## src/rtl/smbb_pkg.sv

```systemverilog
package smbb_pkg;
    localparam int BYTE_W  = 8;
    localparam int AUX_CRC = 0;
    localparam int AUX_BUF = 1;

    typedef enum logic [1:0] {
        REG_CTRL  = 2'd0,
        REG_COUNT = 2'd1,
        REG_BLOCK = 2'd2,
        REG_AUX   = 2'd3
    } reg_sel_e;

    typedef struct packed {
        logic [BYTE_W-1:0] ctrl;
        logic [BYTE_W-1:0] count;
        logic [1:0]        aux;
        logic              err;
    } regs_t;
endpackage

```

## src/rtl/smbb_index.sv

```systemverilog
module smbb_index #(
    parameter int DEPTH = 32,
    parameter int IDX_W = $clog2(DEPTH)
) (
    input  logic             clk,
    input  logic             rst_n,
    input  logic             clr,
    input  logic             step,
    output logic [IDX_W-1:0] idx
);
    localparam logic [IDX_W-1:0] LAST = IDX_W'(DEPTH - 1);

    logic [IDX_W-1:0] idx_d, idx_q;

    always_comb begin
        idx_d = idx_q;
        if (clr)
            idx_d = '0;
        else if (step && (idx_q != LAST))
            idx_d = idx_q + 1'b1;
    end

    always_ff @(posedge clk) begin
        if (!rst_n) idx_q <= '0;
        else        idx_q <= idx_d;
    end

    assign idx = idx_q;
endmodule

```

## src/rtl/smbb_store.sv

```systemverilog
module smbb_store #(
    parameter int DEPTH = 32,
    parameter int W     = 8,
    parameter int IDX_W = $clog2(DEPTH)
) (
    input  logic             clk,
    input  logic             rst_n,
    input  logic             we,
    input  logic [IDX_W-1:0] waddr,
    input  logic [W-1:0]     wdata,
    input  logic [IDX_W-1:0] raddr,
    output logic [W-1:0]     rdata
);
    logic [W-1:0] ent [DEPTH];

    for (genvar i = 0; i < DEPTH; i++) begin : g_ent
        logic [W-1:0] ent_d, ent_q;

        always_comb begin
            ent_d = ent_q;
            if (we && (waddr == IDX_W'(i)))
                ent_d = wdata;
        end

        always_ff @(posedge clk) begin
            if (!rst_n) ent_q <= '0;
            else        ent_q <= ent_d;
        end

        assign ent[i] = ent_q;
    end

    assign rdata = ent[raddr];
endmodule

```

## src/rtl/smbus_block_buffer.sv

```systemverilog
module smbus_block_buffer
    import smbb_pkg::*;
#(
    parameter int DEPTH       = 32,
    parameter int BUF_PRESENT = 1
) (
    input  logic              clk,
    input  logic              rst_n,
    input  logic [1:0]        host_sel,
    input  logic              host_wr,
    input  logic              host_rd,
    input  logic [BYTE_W-1:0] host_wdata,
    output logic [BYTE_W-1:0] host_rdata,
    input  logic              xfer_busy,
    input  logic              eng_wr,
    input  logic              eng_rd,
    input  logic [BYTE_W-1:0] eng_wdata,
    output logic [BYTE_W-1:0] eng_rdata,
    input  logic              eng_cnt_vld,
    input  logic [BYTE_W-1:0] eng_cnt,
    output logic [BYTE_W-1:0] tx_count,
    output logic              buf_mode,
    output logic              crc_mode,
    output logic              count_err
);
    localparam int   IDX_W      = $clog2(DEPTH);
    localparam logic BUF_ALLOW  = (BUF_PRESENT != 0);
    localparam logic [BYTE_W:0] CNT_MAX = (BYTE_W+1)'(DEPTH);

    regs_t r_d, r_q;

    logic             eng_act, host_blk_wr, host_blk_rd, eng_wr_ok;
    logic             idx_clr, idx_step, cnt_bad;
    logic [IDX_W-1:0] blk_idx, acc_addr;
    logic [BYTE_W-1:0] rd_byte, st_wdata;

    // engine access wins; busy locks host block writes
    assign eng_act     = eng_wr | eng_rd;
    assign host_blk_wr = host_wr && (host_sel == REG_BLOCK) && !xfer_busy && !eng_act;
    assign host_blk_rd = host_rd && (host_sel == REG_BLOCK) && !eng_act;
    assign eng_wr_ok   = eng_wr && !r_q.err;
    assign idx_clr     = host_rd && (host_sel == REG_CTRL);
    assign idx_step    = r_q.aux[AUX_BUF] &&
                         (host_blk_wr || host_blk_rd || eng_wr_ok || eng_rd);
    assign cnt_bad     = (eng_cnt == '0) || ({1'b0, eng_cnt} > CNT_MAX);
    assign acc_addr    = r_q.aux[AUX_BUF] ? blk_idx : '0;
    assign st_wdata    = eng_wr ? eng_wdata : host_wdata;

    smbb_index #(.DEPTH(DEPTH), .IDX_W(IDX_W)) i_index (
        .clk   (clk),
        .rst_n (rst_n),
        .clr   (idx_clr),
        .step  (idx_step),
        .idx   (blk_idx)
    );

    smbb_store #(.DEPTH(DEPTH), .W(BYTE_W), .IDX_W(IDX_W)) i_store (
        .clk   (clk),
        .rst_n (rst_n),
        .we    (host_blk_wr || eng_wr_ok),
        .waddr (acc_addr),
        .wdata (st_wdata),
        .raddr (acc_addr),
        .rdata (rd_byte)
    );

    always_comb begin
        r_d = r_q;
        if (host_wr) begin
            unique case (reg_sel_e'(host_sel))
                REG_CTRL:  r_d.ctrl = host_wdata;
                REG_COUNT: r_d.count = host_wdata;
                REG_AUX: begin
                    r_d.aux[AUX_CRC] = host_wdata[AUX_CRC];
                    r_d.aux[AUX_BUF] = host_wdata[AUX_BUF] & BUF_ALLOW;
                end
                default: ;
            endcase
        end
        if (idx_clr)
            r_d.err = 1'b0;
        if (eng_cnt_vld) begin
            r_d.count = eng_cnt;
            r_d.err   = cnt_bad;
        end
    end

    always_ff @(posedge clk) begin
        if (!rst_n) r_q <= '0;
        else        r_q <= r_d;
    end

    always_comb begin
        unique case (reg_sel_e'(host_sel))
            REG_CTRL:  host_rdata = r_q.ctrl;
            REG_COUNT: host_rdata = r_q.count;
            REG_BLOCK: host_rdata = rd_byte;
            default:   host_rdata = {{(BYTE_W-2){1'b0}}, r_q.aux};
        endcase
    end

    assign eng_rdata = rd_byte;
    assign tx_count  = r_q.count;
    assign buf_mode  = r_q.aux[AUX_BUF];
    assign crc_mode  = r_q.aux[AUX_CRC];
    assign count_err = r_q.err;
endmodule

```

## config.mk

```make
export PLATFORM = sky130hd
export DESIGN_NAME = smbus_block_buffer
export DESIGN_NICKNAME = d
export VERILOG_FILES = /design/src/rtl/smbb_pkg.sv /design/src/rtl/smbb_index.sv /design/src/rtl/smbb_store.sv /design/src/rtl/smbus_block_buffer.sv
export SDC_FILE = /design/constraint.sdc
export NUM_CORES = 1
export LEC_CHECK = 0
export ABC_AREA = 0
export CORE_MARGIN = 10
export CORE_UTILIZATION = 64
export DETAILED_ROUTE_END_ITERATION = 6
export DONT_BUFFER_PORTS = 1
export PLACE_DENSITY = 0.8
export SETUP_SLACK_MARGIN = 0.02
export SYNTH_ARGS = -nofsm -noshare
export SYNTH_HDL_FRONTEND = slang
export SYNTH_HIERARCHICAL = 1
export SYNTH_SLANG_ARGS = --single-unit
```

## constraint.sdc

```tcl
create_clock -name clk -period 4.35 [get_ports clk]
set_clock_uncertainty 0.1 [all_clocks]
set_input_delay 0.435 -clock clk [delete_from_list [all_inputs] [get_ports clk]]
set_output_delay 0.435 -clock clk [all_outputs]
set_load 0.02 [all_outputs]
```

# [After elaboration in Yosys (flattened, before gate mapping)]
# Cells that the tools add are included.
[classes] eq_ne=35 n_reduce_logical=59 n_addsub=1 bitwise=3 n_mux=12 magnitude_cmp=2
[ops] op="$eq 5x5->1 const B" n=16
[ops] op="$logic_and 1x1->1" n=41
[ops] op="$bmux 8 s5" n=1
[ops] op="$eq 5x4->1 const B" n=8
[ops] op="$mux 8" n=5
[ops] op="$pmux 8 s3" n=1
[ops] op="$eq 5x3->1 const B" n=4
[ops] op="$eq 5x2->1 const B" n=2
[ops] op="$mux 10" n=1
[ops] op="$gt 8x6->1 const B" n=1
[ops] op="$logic_not 8->1" n=1
[ops] op="$ge 6x6->1 const B" n=1
[ops] op="$not 5->6" n=1
[ops] op="$reduce_and 2->1" n=3
[ops] op="$reduce_bool 2->1" n=3
[ops] op="$add 5x1->5 const B" n=1
[ops] op="$eq 5x1->1 const B" n=1
[ops] op="$logic_not 5->1" n=1
[ops] op="$logic_or 1x1->1" n=5
[ops] op="$mux 5" n=1
[ops] op="$ne 5x5->1 const B" n=1
[ops] op="$eq 2x2->1 const B" n=2
[ops] op="$logic_not 1->1" n=3
[ops] op="$eq 2x1->1 const B" n=1
[ops] op="other kinds (6)" n=7
[word_totals] out_inout_bits=27 ff_bits=280

# [Depth between registers and ports, before layout]
# Gate-level depths: netlist of the first run.
[logic_depth] ltp_word=9 ltp_mapped=10 mapped_depth_nobuf=7

# [Modules after synthesis]
# The synthesis of the first run kept the hierarchy.
[modules_own_cells] module="smbb_store" seq_area_each_um2=5124.9 instances=1 area_each_um2=12523.3 cells_each=1330
[modules_own_cells] module="smbus_block_buffer" seq_area_each_um2=380.4 instances=1 area_each_um2=1216.2 cells_each=138
[modules_own_cells] module="smbb_index" seq_area_each_um2=100.1 instances=1 area_each_um2=239.0 cells_each=26

# [Least setup slack after synthesis of the first run]
# Ideal clock, no wire load.
[synth_path] kind="flip-flop to output port" start="reg r_q (netlist bit buf_mode)" end="out host_rdata[0]" arrival_ns=3.009 stages_incl_launch_ff=9 path_slack_ns=0.806 n_path_buf=3 cell_sequence="dfxtp_1 > and2_1 > buf_4 > buf_6 > buf_2 > mux4_2 > mux4_2 > mux2_2 > mux4_2"
[synth_via] elab_chain_cells=6
[synth_lines] item="start, declared" line="smbus_block_buffer.sv:30" source="regs_t r_d, r_q;"
[synth_lines] item="start signal, assigned" line="smbus_block_buffer.sv:90" source="else r_q <= r_d;"
[synth_lines] item="$mux 5" line="smbus_block_buffer.sv:46" source="assign acc_addr = r_q.aux[AUX_BUF] ? blk_idx : '0;"
[synth_lines] item="net acc_addr[2]" line="smbus_block_buffer.sv:34" source="logic [IDX_W-1:0] blk_idx, acc_addr;"
[synth_lines] item="$not 5->6 (not written as such)" line="smbb_store.sv:33" source="assign rdata = ent[raddr];"
[synth_lines] item="$bmux 8 s5" line="smbb_store.sv:33"
[synth_lines] item="$mux 8 (not written as such) (2 in a row)" line="smbb_store.sv:33"
[synth_lines] item="net eng_rdata[0]" line="smbus_block_buffer.sv:18" source="output logic [BYTE_W-1:0] eng_rdata,"
[synth_lines] item="$pmux 8 s3" line="smbus_block_buffer.sv:94" source="unique case (reg_sel_e'(host_sel))"
[synth_lines] item="end, declared" line="smbus_block_buffer.sv:13" source="output logic [BYTE_W-1:0] host_rdata,"
# The timed path passes the listed nets, and every way through them passes these cells. The select of a mux whose other input is x is not followed.

# [Final worst setup path of the first run]
[layout_path] start="reg r_q (netlist bit buf_mode)" end="out host_rdata[2]"
# The elaborated chain is that of the path after synthesis.

==> impl_metrics.prom, run 1 <==
# TYPE chip_impl_metric gauge
chip_impl_metric{name="use_met1",unit=""} 0.405
chip_impl_metric{name="cts_max_path_buffers",unit=""} 3
chip_impl_info{name="grt-busiest-layer",value="met2"} 1
chip_impl_metric{name="max_slew_violation_total_from_the_final_report",unit=""} 0
chip_impl_info{name="cts-root-buf",value="sky130_fd_sc_hd__clkbuf_16"} 1
chip_impl_info{name="synthTopCellsByArea",value="sky130_fd_sc_hd__dfxtp_1, sky130_fd_sc_hd__a21boi_0, sky130_fd_sc_hd__mux4_2"} 1
chip_impl_metric{name="timing.setup.tns",unit="ns"} 0
chip_impl_metric{name="fin_crit",unit="ns"} 4.23
chip_impl_metric{name="period_share",unit=""} 0.973
chip_impl_metric{name="remaining_drc_errors",unit=""} 0
chip_impl_metric{name="globalRouteMet2Util",unit=""} 0.423
chip_impl_metric{name="synth_largest_type_area_fraction",unit=""} 0.401
chip_impl_metric{name="wire_length_of_the_first_global_routing_pass",unit="µm"} 67000
chip_impl_metric{name="instances_no_fill",unit=""} 1679
chip_impl_metric{name="vias",unit=""} 12200
chip_impl_metric{name="met3_usage",unit=""} 0.0657
chip_impl_metric{name="track_usage",unit=""} 0.287
chip_impl_metric{name="synth_cells",unit=""} 1494
chip_impl_metric{name="number_of_levels_the_h_tree_was_split_into",unit=""} 1
chip_impl_metric{name="multi_input_area",unit="µm²"} 7590
chip_impl_metric{name="fp.dieW",unit="µm"} 168
chip_impl_metric{name="num_io_pins",unit=""} 61
chip_impl_metric{name="post_cts_buffers",unit=""} 0
chip_impl_info{name="most_instantiated_flip_flop_cell_in_the_synthesis_netlist",value="sky130_fd_sc_hd__dfxtp_1"} 1
chip_impl_info{name="run_status",value="finished, final reports clean"} 1
chip_impl_metric{name="clock_insertion_delay_worst_skew",unit="ns"} 0.55
chip_impl_metric{name="clock_sink_count",unit=""} 280
chip_impl_metric{name="timing.critical_path.required",unit="ns"} 3.82
chip_impl_metric{name="syn_area_per_cell",unit="µm²"} 9.36
chip_impl_metric{name="power.density",unit="nW/µm²"} 355
chip_impl_metric{name="post_synth_num_cell_types",unit=""} 44
chip_impl_metric{name="hold_viol_final",unit=""} 0
chip_impl_info{name="rsz_0062_raised_after_global_routing",value="false"} 1
chip_impl_metric{name="floorplan.core_area",unit="µm²"} 21700
chip_impl_metric{name="final_replace_weighted_congestion",unit=""} 0.909
chip_impl_info{name="crit_path_end_kind",value="primary output"} 1
chip_impl_metric{name="die_height",unit="µm"} 168
chip_impl_metric{name="routed_via_density",unit=""} 7.29
chip_impl_metric{name="finish.net_count",unit=""} 1415
chip_impl_metric{name="diodes",unit=""} 0
chip_impl_metric{name="nFillCells",unit=""} 1571
chip_impl_metric{name="final-setup-viol-count",unit=""} 0
chip_impl_info{name="worst_hold_path_type",value="in2reg"} 1
chip_impl_metric{name="wl_per_cell",unit="µm"} 25.3
chip_impl_metric{name="sequential_to_total_area_share_from_yosys_stat",unit=""} 0.401
chip_impl_metric{name="post_synth_instance_area",unit="µm²"} 14000
chip_impl_metric{name="route.final.wire_length",unit="µm"} 42500
chip_impl_metric{name="maximum_achievable_frequency",unit="GHz"} 0.236
chip_impl_metric{name="clkTransAtPathRegs",unit="ns"} 0.06
chip_impl_metric{name="dpl.cell_count",unit=""} 1608
chip_impl_metric{name="buffer_ports.inserted",unit=""} 0
chip_impl_metric{name="arrival",unit="ns"} 3.70
chip_impl_metric{name="dr.first_iter.drc_count",unit=""} 2354
chip_impl_metric{name="areaGrowthSynthToFinish",unit="%"} 7.35
chip_impl_metric{name="maxSlewHeadroom",unit=""} 0.189
chip_impl_metric{name="tightestPinTransition",unit="ns"} 1.22
chip_impl_metric{name="rows",unit=""} 54
chip_impl_metric{name="first_global_vias",unit=""} 11700
chip_impl_metric{name="synth_enable_flop_cells",unit=""} 0
chip_impl_metric{name="max_cap_viol_count",unit=""} 0
chip_impl_info{name="setup.worst_path.class",value="reg2out"} 1
chip_impl_metric{name="vdd.ir_drop.worst",unit="mV"} 0.200
chip_impl_metric{name="leakagePower",unit="nW"} 4.61
chip_impl_metric{name="effective_utilization_at_floorplan",unit=""} 0.645
chip_impl_metric{name="worst-path-max-fanout",unit=""} 33
chip_impl_metric{name="ys.warnings.count",unit=""} 6
chip_impl_info{name="cp-start-kind",value="register"} 1
chip_impl_metric{name="drt_pre_antenna_iters",unit=""} 6
chip_impl_metric{name="grt_remaining_overflow",unit=""} 0
chip_impl_metric{name="ys_seq_elements",unit=""} 280
chip_impl_metric{name="antenna_violating_nets_post_route",unit=""} 0
chip_impl_metric{name="dp_hpwl",unit="µm"} 24000
chip_impl_metric{name="synthesis.nets",unit=""} 1530
chip_impl_metric{name="ff_latch_area",unit="µm²"} 5610
chip_impl_metric{name="synth_async_sr_flop_share",unit=""} 0
chip_impl_metric{name="drive_above_1_share",unit=""} 0.146
chip_impl_metric{name="antenna_violations_before_repair",unit=""} 0
chip_impl_metric{name="tritoncts.num_buffers",unit=""} 28
chip_impl_info{name="cts_tree",value="built"} 1
chip_impl_info{name="synthDominantAreaCellType",value="sky130_fd_sc_hd__dfxtp_1"} 1
chip_impl_metric{name="grt_start_max_net_pins",unit=""} 270
chip_impl_metric{name="die_ar",unit="µm²"} 28200
[kinds of logic after synthesis]
kind of cell	after synthesis	share of synthesized area
AOI/OAI and AO/OA	545	0.242
xor gates and xnor gates	2	0.00125
adders and majority gates	2	0.00179
buffers and inverters	205	0.0626
DFF	280	0.401
muxes	119	0.160
and+or+nand+nor	341	0.131
[cell type report]
type                            instances  share of cell area
Timing Repair Buffer                   56              0.0347
Multi-Input combinational cell       1011               0.506
Tap cell                              280              0.0233
Sequential cell                       280               0.374
Clock inverter                          7             0.00400
Inverter                                2            0.000500
Clock buffer                           43              0.0579
[power breakdown]
group | switching (mW) | leakage [nW] | internal [mW] | total (mW)
Combinational | 0.181 | 1.88 | 0.0974 | 0.278
Sequential | 0.0219 | 2.26 | 2.58 | 2.60
Clock | 1.03 | 0.466 | 1.42 | 2.45
[state kept, by name (all words and copies together), names as in the netlist]
name	count
crc_mode	1
r_q	8
i_store/g_ent.ent_q	256
buf_mode	1
tx_count	8
i_index/idx	5
count_err	1
[worst paths after layout]
| check | startpoint | to | slack, ns | cells after the start |
|---|---|---|---|---|
| worst max-delay path | buf_mode | host_rdata[2] | 0.12 | 8 |
| worst min-delay path | eng_cnt[6] | tx_count[6] | 0.02 | 2 |
| worst max register to register | buf_mode | i_store/g_ent[12].ent_q[7] | 1.00 | 6 |
| worst min register to register | i_store/g_ent[11].ent_q[5] | i_store/g_ent[11].ent_q[5] | 0.38 | 2 |
[worst max-delay path, stage by stage (launching register included)]
cell and delay [ns]:
sky130_fd_sc_hd__dfxtp_1 0.45, sky130_fd_sc_hd__buf_4 0.24, sky130_fd_sc_hd__and2_4 0.40, sky130_fd_sc_hd__buf_16 0.27
sky130_fd_sc_hd__mux4_2 0.53, sky130_fd_sc_hd__mux4_2 0.52, sky130_fd_sc_hd__mux2_2 0.38, sky130_fd_sc_hd__nand2_1 0.08
sky130_fd_sc_hd__o21ai_0 0.26
[cell usage after synthesis (3+ instances only)]
cell / n
sky130_fd_sc_hd__buf_6: 6
sky130_fd_sc_hd__buf_1: 7
sky130_fd_sc_hd__nand2b_1: 5
sky130_fd_sc_hd__a21boi_0: 245
sky130_fd_sc_hd__a21boi_1: 11
sky130_fd_sc_hd__clkbuf_1: 162
sky130_fd_sc_hd__nor4bb_1: 3
sky130_fd_sc_hd__mux2_2: 16
sky130_fd_sc_hd__and2_1: 7
sky130_fd_sc_hd__and4b_1: 3
sky130_fd_sc_hd__o21ai_0: 272
sky130_fd_sc_hd__nand2_1: 17
sky130_fd_sc_hd__nand4bb_1: 3
sky130_fd_sc_hd__dfxtp_1: 280
sky130_fd_sc_hd__mux4_2: 81
sky130_fd_sc_hd__nor2_1: 8
sky130_fd_sc_hd__nand3_1: 258
sky130_fd_sc_hd__buf_4: 10
sky130_fd_sc_hd__nand4b_1: 3
sky130_fd_sc_hd__nor2b_1: 15
sky130_fd_sc_hd__mux2i_1: 21
sky130_fd_sc_hd__buf_2: 18
sky130_fd_sc_hd__a21oi_1: 14
[repair_timing]
item | 4_1_cts | 5_1_grt
endpoints found under the hold margin | 271 | 0
pin swaps | 1 | 1
hold buffers | 18 | 0
endpoints found under the setup margin | 4 | 2
gates cloned | 1 | 2
resized for setup | 0 | 1
[cells in the final DEF (no fill, tap or decap), drive strengths merged, types with 3 or more instances in the layout]
cell type and instances:
dfxtp 280, o21ai 273, nand3 258, a21boi 256
mux4 82, clkbuf 44, buf 38, mux2i 21
nand2 17, dlygate4sd3 17, mux2 16, nor2b 15
a21oi 14, and2 9, nor2 8, clkinv 6
nand2b 6, nor4bb 3, nand4bb 3, and4b 3
nand4b 3
[layer usage]
layer | vias to the layer above | part of all wire | wire [µm]
li1 | 5250 | - | -
met1 | 5961 | 0.39 | 16500
met2 | 912 | 0.44 | 18800
met3 | 119 | 0.14 | 5740
met4 | 0 | 0.035 | 1500
met5 | - | 0 | 0
[per-stage QoR]
step / power (mW) / area, µm² / util / hold WS (ns) / setup WS [ns]
6_report: 5.33 / 15000 / 0.692 / 0.0231 / 0.119
3_5_place_dp: 2.87 / 13800 / 0.638 / 0.364 / 0.579
5_1_grt: 5.42 / 15000 / 0.692 / 0.0277 / 0.0412
4_1_cts: 5.31 / 15000 / 0.690 / 0.00224 / 0.120
3_3_place_gp: 2.87 / 13800 / 0.638 / 0.360 / 0.655
2_1_floorplan: 2.85 / 14000 / - / 0.349 / 0.806
(Power assumes the default switching activity.)
==> run 2, diff against run 1 <==
--- a/config.mk
+++ b/config.mk
@@ -7,10 +7,10 @@
 export LEC_CHECK = 0
 export ABC_AREA = 0
 export CORE_MARGIN = 10
-export CORE_UTILIZATION = 64
+export CORE_UTILIZATION = 60
 export DETAILED_ROUTE_END_ITERATION = 6
 export DONT_BUFFER_PORTS = 1
-export PLACE_DENSITY = 0.8
+export PLACE_DENSITY_LB_ADDON = 0.05
 export SETUP_SLACK_MARGIN = 0.02
 export SYNTH_ARGS = -nofsm -noshare
 export SYNTH_HDL_FRONTEND = slang
==> constraint.sdc (replaced) <==
create_clock -name clk -period 4.61 [get_ports clk]
set_clock_uncertainty 0.1 [all_clocks]
set_input_delay 0.461 -clock clk [delete_from_list [all_inputs] [get_ports clk]]
set_output_delay 0.461 -clock clk [all_outputs]
set_load 0.02 [all_outputs]
==> impl_metrics.prom, run 2 (synthesized netlist as in run 1, its figures left out) <==
# TYPE chip_impl_metric gauge
chip_impl_info{name="run_status",value="finished, final reports clean"} 1
chip_impl_metric{name="timing.hold.ws",unit="ns"} 0.00705
chip_impl_info{name="worstReg2RegEnd",value="i_store/g_ent[25].ent_q[7]"} 1
chip_impl_metric{name="grt_start_max_net_pins",unit=""} 245
chip_impl_metric{name="buffer_ports.inserted",unit=""} 0
chip_impl_metric{name="arrival",unit="ns"} 3.65
chip_impl_metric{name="dp_hpwl",unit="µm"} 26500
chip_impl_metric{name="crit_cells",unit=""} 6
chip_impl_metric{name="maxSlewHeadroom",unit=""} 0.110
chip_impl_metric{name="hold_viol_final",unit=""} 0
chip_impl_metric{name="antenna_violations_before_repair",unit=""} 1
chip_impl_metric{name="power.density",unit="nW/µm²"} 343
chip_impl_metric{name="drt_pre_antenna_iters",unit=""} 6
chip_impl_metric{name="max_stage_delay",unit="ns"} 0.56
chip_impl_info{name="worst_hold_path_type",value="in2reg"} 1
chip_impl_info{name="crit_start",value="i_index/idx[1]"} 1
chip_impl_metric{name="worst_r2r_path_depth",unit=""} 7
chip_impl_metric{name="leakagePower",unit="nW"} 4.63
chip_impl_info{name="cts-root-buf",value="sky130_fd_sc_hd__clkbuf_16"} 1
chip_impl_metric{name="remaining_drc_errors",unit=""} 0
chip_impl_metric{name="vdd.ir_drop.worst",unit="mV"} 0.342
chip_impl_metric{name="rows",unit=""} 55
chip_impl_info{name="final_common_cell",value="sky130_fd_sc_hd__dfxtp_1"} 1
chip_impl_metric{name="nFillCells",unit=""} 1791
chip_impl_metric{name="floorplan.core_area",unit="µm²"} 22800
chip_impl_metric{name="finish.net_count",unit=""} 1414
chip_impl_metric{name="worst-path-max-fanout",unit=""} 19
chip_impl_metric{name="cts.repair.resized",unit=""} 0
chip_impl_metric{name="die_height",unit="µm"} 173
chip_impl_info{name="setup.worst_path.class",value="reg2out"} 1
chip_impl_info{name="rsz_0062_raised_after_global_routing",value="false"} 1
chip_impl_metric{name="totalPowerFinal",unit="mW"} 5.18
chip_impl_metric{name="maximum_achievable_frequency",unit="GHz"} 0.237
chip_impl_metric{name="clkTransAtPathRegs",unit="ns"} 0.06
chip_impl_metric{name="die_ar",unit="µm²"} 29800
chip_impl_metric{name="number_of_flip_flops_in_the_largest_register",unit=""} 256
chip_impl_metric{name="ff_latch_area",unit="µm²"} 5610
chip_impl_metric{name="final-setup-viol-count",unit=""} 0
chip_impl_metric{name="rrSetupSlack",unit="ns"} 1.40
chip_impl_info{name="cp_slowest_cell",value="sky130_fd_sc_hd__mux4_2"} 1
chip_impl_metric{name="drive_above_1_share",unit=""} 0.148
chip_impl_metric{name="path_buf_inv",unit=""} 1
chip_impl_metric{name="first_global_vias",unit=""} 11100
chip_impl_info{name="r2r_start",value="buf_mode"} 1
chip_impl_metric{name="timing.setup.tns",unit="ns"} 0
chip_impl_metric{name="fp.dieW",unit="µm"} 173
chip_impl_metric{name="cts_max_path_buffers",unit=""} 3
chip_impl_metric{name="wire_length_of_the_first_global_routing_pass",unit="µm"} 68500
chip_impl_metric{name="grt_remaining_overflow",unit=""} 0
chip_impl_metric{name="clock_sink_count",unit=""} 280
chip_impl_metric{name="route.final.wire_length",unit="µm"} 44300
chip_impl_metric{name="ctsHoldBuffers",unit=""} 14
chip_impl_info{name="critPathTopFamily",value="multiplexers"} 1
chip_impl_metric{name="tightestPinTransition",unit="ns"} 1.33
chip_impl_metric{name="number_of_levels_the_h_tree_was_split_into",unit=""} 1
chip_impl_metric{name="num_io_pins",unit=""} 61
chip_impl_metric{name="period_share",unit=""} 0.914
chip_impl_info{name="cp-endpoint",value="host_rdata[0]"} 1
chip_impl_info{name="cp-start-kind",value="register"} 1
chip_impl_info{name="top_register",value="i_store/g_ent.ent_q"} 1
chip_impl_info{name="crit_path_end_kind",value="primary output"} 1
chip_impl_metric{name="track_usage",unit=""} 0.281
chip_impl_metric{name="clock_insertion_delay_worst_skew",unit="ns"} 0.55
chip_impl_metric{name="areaGrowthSynthToFinish",unit="%"} 8.05
chip_impl_metric{name="post_cts_buffers",unit=""} 0
chip_impl_metric{name="diodes",unit=""} 0
chip_impl_metric{name="multi_input_area",unit="µm²"} 7580
chip_impl_metric{name="effective_utilization_at_floorplan",unit=""} 0.614
chip_impl_metric{name="max_slew_violation_total_from_the_final_report",unit=""} 0
chip_impl_metric{name="antenna_violating_nets_post_route",unit=""} 0
chip_impl_metric{name="tritoncts.num_buffers",unit=""} 30
chip_impl_metric{name="dr.first_iter.drc_count",unit=""} 1660
chip_impl_info{name="path_cells",value="and2_4 > buf_4 > mux4_2 > mux4_2 > mux2_2 > mux4_2"} 1
chip_impl_info{name="leading_cell_types_in_the_layout_fill_and_taps_excluded",value="sky130_fd_sc_hd__dfxtp_1, sky130_fd_sc_hd__o21ai_0, sky130_fd_sc_hd__nand3_1"} 1
chip_impl_metric{name="fin_crit",unit="ns"} 4.22
chip_impl_info{name="critPathMostFrequentCell",value="sky130_fd_sc_hd__mux4_2"} 1
chip_impl_info{name="cts_tree",value="built"} 1
chip_impl_metric{name="final_replace_weighted_congestion",unit=""} 0.904
chip_impl_metric{name="wl_per_cell",unit="µm"} 25.8
chip_impl_metric{name="routed_via_density",unit=""} 6.96
chip_impl_metric{name="timing.critical_path.required",unit="ns"} 4.05
chip_impl_metric{name="max_cap_viol_count",unit=""} 0
chip_impl_metric{name="vias",unit=""} 11900
chip_impl_info{name="worstHoldStart",value="rst_n"} 1
## run 2: changes by cell type in the layout (fill, tap and decap cells not counted), moves of 2 or more
cell,previous run,this run
sky130_fd_sc_hd__buf_12,0,3
sky130_fd_sc_hd__clkbuf_1,5,9
sky130_fd_sc_hd__buf_4,36,39
sky130_fd_sc_hd__clkinvlp_4,0,2
sky130_fd_sc_hd__clkinv_2,6,2
sky130_fd_sc_hd__dlygate4sd3_1,17,12
## run 2: power by group
| part | switching [mW] | internal, mW | leakage (nW) |
|---|---|---|---|
| Combinational | 0.172 | 0.0919 | 1.88 |
| Clock | 0.994 | 1.47 | 0.491 |
| Sequential | 0.0185 | 2.43 | 2.26 |
| Total | 1.18 | 4.00 | 4.63 |
## run 2: worst reg2reg max path, cell delays in order, from the launching register on
cell and delay (ns):
sky130_fd_sc_hd__dfxtp_1 0.35, sky130_fd_sc_hd__buf_4 0.20, sky130_fd_sc_hd__and2_1 0.52, sky130_fd_sc_hd__buf_4 0.47, sky130_fd_sc_hd__and4b_1 0.94, sky130_fd_sc_hd__buf_12 0.25
sky130_fd_sc_hd__nand3_1 0.08, sky130_fd_sc_hd__a21boi_0 0.22
## run 2: layer usage
metal,GRT usage,wire (µm),up-vias
met5,0,13,-
met2,0.406,19200,769
met4,0.0609,907,2
met1,0.407,18600,5843
li1,-,-,5247
met3,0.0799,5550,75
## run 2: cell type report
type                    count  share of cell area
repair buffers             55              0.0331
clock inverters             7             0.00621
multi-input cells        1009               0.502
flip-flops and latches    280               0.371
well taps                 313              0.0259
clock buffers              48              0.0609
inverters                   2            0.000497
## run 2: stage by stage
| stage | std cells | cell area (µm²) | worst slack, ns | utilization |
|---|---|---|---|---|
| detailed placement | 1645 | 13900 | 0.967 | 0.611 |
| global route | 1714 | 15100 | 0.265 | 0.663 |
| CTS | 1714 | 15100 | 0.388 | 0.663 |
| floorplan | 1494 | 14000 | 1.04 | - |
| finish | 1714 | 15100 | 0.394 | 0.663 |
| global placement | 1645 | 13900 | 1.05 | 0.611 |
## run 2: how the worst min path moves through the flow
stage	cells past startpoint	endpoint	slack [ns]
finish	2	tx_count[7]	0.007
global route	2	tx_count[0]	0.01
CTS	2	tx_count[2]	0.001
detailed placement	2	i_store/g_ent[20].ent_q[1]	0.37
global placement	2	i_store/g_ent[8].ent_q[2]	0.36
floorplan	2	i_index/idx[4]	0.35
==> run 3, diff against run 2 <==
--- a/config.mk
+++ b/config.mk
@@ -10,8 +10,8 @@
 export CORE_UTILIZATION = 60
 export DETAILED_ROUTE_END_ITERATION = 6
 export DONT_BUFFER_PORTS = 1
-export PLACE_DENSITY_LB_ADDON = 0.05
-export SETUP_SLACK_MARGIN = 0.02
+export PLACE_DENSITY = 0.76
+export SETUP_SLACK_MARGIN = 0.5
 export SYNTH_ARGS = -nofsm -noshare
 export SYNTH_HDL_FRONTEND = slang
 export SYNTH_HIERARCHICAL = 1
==> impl_metrics.prom, run 3 (synthesized netlist as in run 1, its figures left out) <==
# TYPE chip_impl_metric gauge
chip_impl_metric{name="num_io_pins",unit=""} 61
chip_impl_metric{name="first_global_vias",unit=""} 11900
chip_impl_metric{name="final_replace_weighted_congestion",unit=""} 0.905
chip_impl_metric{name="timing.setup.tns",unit="ns"} 0
chip_impl_metric{name="path_buf_inv",unit=""} 1
chip_impl_metric{name="nFillCells",unit=""} 1702
chip_impl_metric{name="effective_utilization_at_floorplan",unit=""} 0.614
chip_impl_metric{name="timing.hold.ws",unit="ns"} 0.0106
chip_impl_metric{name="antenna_violating_nets_post_route",unit=""} 0
chip_impl_metric{name="maxSlewHeadroom",unit=""} 0.0573
chip_impl_metric{name="post-route-cell-area",unit="µm²"} 15300
chip_impl_metric{name="period_share",unit=""} 0.869
chip_impl_metric{name="finish.net_count",unit=""} 1427
chip_impl_info{name="cts-root-buf",value="sky130_fd_sc_hd__clkbuf_16"} 1
chip_impl_info{name="critPathMostFrequentCell",value="sky130_fd_sc_hd__mux4_2"} 1
chip_impl_info{name="path_cells",value="buf_6 > and2_4 > mux4_2 > mux4_2 > mux2_2 > mux4_2"} 1
chip_impl_info{name="rsz_0062_raised_after_global_routing",value="false"} 1
chip_impl_metric{name="clock_sink_count",unit=""} 280
chip_impl_metric{name="wire_length_of_the_first_global_routing_pass",unit="µm"} 71400
chip_impl_info{name="setup.worst_path.class",value="reg2out"} 1
chip_impl_metric{name="rows",unit=""} 55
chip_impl_metric{name="number_of_levels_the_h_tree_was_split_into",unit=""} 1
chip_impl_metric{name="rrSetupSlack",unit="ns"} 1.33
chip_impl_info{name="critPathTopFamily",value="multiplexers"} 1
chip_impl_metric{name="max_stage_delay",unit="ns"} 0.56
chip_impl_metric{name="max_cap_viol_count",unit=""} 0
chip_impl_metric{name="cts_max_path_buffers",unit=""} 3
chip_impl_metric{name="floorplan.core_area",unit="µm²"} 22800
chip_impl_metric{name="postPlaceCellArea",unit="µm²"} 13900
chip_impl_metric{name="vdd.ir_drop.worst",unit="mV"} 0.225
chip_impl_metric{name="tightestPinTransition",unit="ns"} 1.41
chip_impl_metric{name="worst-path-max-fanout",unit=""} 11
chip_impl_metric{name="arrival",unit="ns"} 3.45
chip_impl_info{name="worst_hold_path_type",value="in2reg"} 1
chip_impl_metric{name="grt_remaining_overflow",unit=""} 0
chip_impl_info{name="cp-start-kind",value="register"} 1
chip_impl_metric{name="hold_viol_final",unit=""} 0
chip_impl_info{name="leading_cell_types_in_the_layout_fill_and_taps_excluded",value="sky130_fd_sc_hd__dfxtp_1, sky130_fd_sc_hd__o21ai_0, sky130_fd_sc_hd__nand3_1"} 1
chip_impl_metric{name="grt_start_max_net_pins",unit=""} 150
chip_impl_metric{name="dp_hpwl",unit="µm"} 24500
chip_impl_metric{name="power.density",unit="nW/µm²"} 345
chip_impl_metric{name="route.final.wire_length",unit="µm"} 45800
chip_impl_metric{name="die_ar",unit="µm²"} 29800
chip_impl_metric{name="track_usage",unit=""} 0.292
chip_impl_metric{name="timing.critical_path.required",unit="ns"} 4.05
chip_impl_metric{name="fp.dieW",unit="µm"} 173
chip_impl_metric{name="buffer_ports.inserted",unit=""} 0
chip_impl_metric{name="antenna_violations_before_repair",unit=""} 0
chip_impl_metric{name="number_of_flip_flops_in_the_largest_register",unit=""} 256
chip_impl_metric{name="dr.first_iter.drc_count",unit=""} 1965
chip_impl_metric{name="areaGrowthSynthToFinish",unit="%"} 9.21
chip_impl_metric{name="leakagePower",unit="nW"} 4.70
chip_impl_metric{name="maximum_achievable_frequency",unit="GHz"} 0.250
chip_impl_metric{name="wl_per_cell",unit="µm"} 26.6
chip_impl_metric{name="routed_via_density",unit=""} 7.20
chip_impl_metric{name="clock_insertion_delay_worst_skew",unit="ns"} 0.56
chip_impl_metric{name="fin_crit",unit="ns"} 4.01
chip_impl_metric{name="tritoncts.num_buffers",unit=""} 29
chip_impl_info{name="crit_path_end_kind",value="primary output"} 1
chip_impl_metric{name="clkTransAtPathRegs",unit="ns"} 0.07
chip_impl_info{name="cp_slowest_cell",value="sky130_fd_sc_hd__mux4_2"} 1
chip_impl_info{name="top_register",value="i_store/g_ent.ent_q"} 1
chip_impl_metric{name="final-setup-viol-count",unit=""} 0
chip_impl_metric{name="remaining_drc_errors",unit=""} 0
chip_impl_info{name="cts_tree",value="built"} 1
chip_impl_metric{name="vias",unit=""} 12400
chip_impl_metric{name="die_height",unit="µm"} 173
chip_impl_info{name="run_status",value="finished, final reports clean"} 1
chip_impl_metric{name="drt_pre_antenna_iters",unit=""} 5
chip_impl_metric{name="drive_above_1_share",unit=""} 0.155
chip_impl_info{name="final_common_cell",value="sky130_fd_sc_hd__dfxtp_1"} 1
chip_impl_metric{name="max_slew_violation_total_from_the_final_report",unit=""} 0
-- run 3: changes by cell type in the layout (fill, tap and decap cells not counted), moves of 4 or more --
cell | previous run | this run
sky130_fd_sc_hd__and2_4 | 2 | 7
sky130_fd_sc_hd__clkbuf_1 | 9 | 5
sky130_fd_sc_hd__dlygate4sd3_1 | 12 | 18
sky130_fd_sc_hd__clkbuf_8 | 8 | 3
sky130_fd_sc_hd__bufinv_16 | 2 | 6
-- run 3: power breakdown --
part	switching [mW]	internal [mW]
clock	0.998	1.54
combinational	0.181	0.0944
sequential	0.0200	2.43
total	1.20	4.07
-- run 3: path summary, 6_finish.rpt --
path,depth (start not counted),start,endpoint
min reg2reg,2,i_store/g_ent[16].ent_q[1],i_store/g_ent[16].ent_q[1]
max reg2reg,7,buf_mode,i_store/g_ent[9].ent_q[0]
min,2,host_wdata[0],crc_mode
max,6,buf_mode,host_rdata[1]
-- run 3: area by class of cell --
type / count / area [µm²] / share of cell area
Antenna cell: 1 / 2.50 / 0.000164
Clock buffer: 37 / 786 / 0.0515
Clock inverter: 15 / 240 / 0.0157
Inverter: 2 / 7.51 / 0.000492
Multi-Input combinational cell: 1014 / 7620 / 0.499
Sequential cell: 280 / 5610 / 0.367
Tap cell: 313 / 392 / 0.0257
Timing Repair Buffer: 64 / 607 / 0.0398
-- run 3: timing repair --
action                     in CTS  in global routing
pin swaps                       1                  0
setup buffers                   4                  0
gates resized for setup         9                  2
hold endpoints to repair      150                  0
hold buffers                   21                  0
setup endpoints to repair      14                  6
cloned                          5                  0
-- run 3: metrics by stage --
step                      cells  utilization  setup slack [ns]  power, mW
final                      1726        0.670             0.602       5.26
after global routing       1725        0.670             0.559       5.37
after CTS                  1725        0.670             0.538       5.26
after detailed placement   1643        0.610             0.652       2.71
after global placement     1643        0.610             0.766       2.71
after floorplan            1494            -              1.04       2.69
-- run 3: layer usage --
| layer | up-vias | part of all wire | track usage |
|---|---|---|---|
| met5 | - | 0 | 0 |
| met4 | 0 | 0.048 | 0.143 |
| li1 | 5276 | - | - |
| met1 | 5977 | 0.37 | 0.387 |
| met3 | 158 | 0.14 | 0.0799 |
| met2 | 1018 | 0.44 | 0.432 |
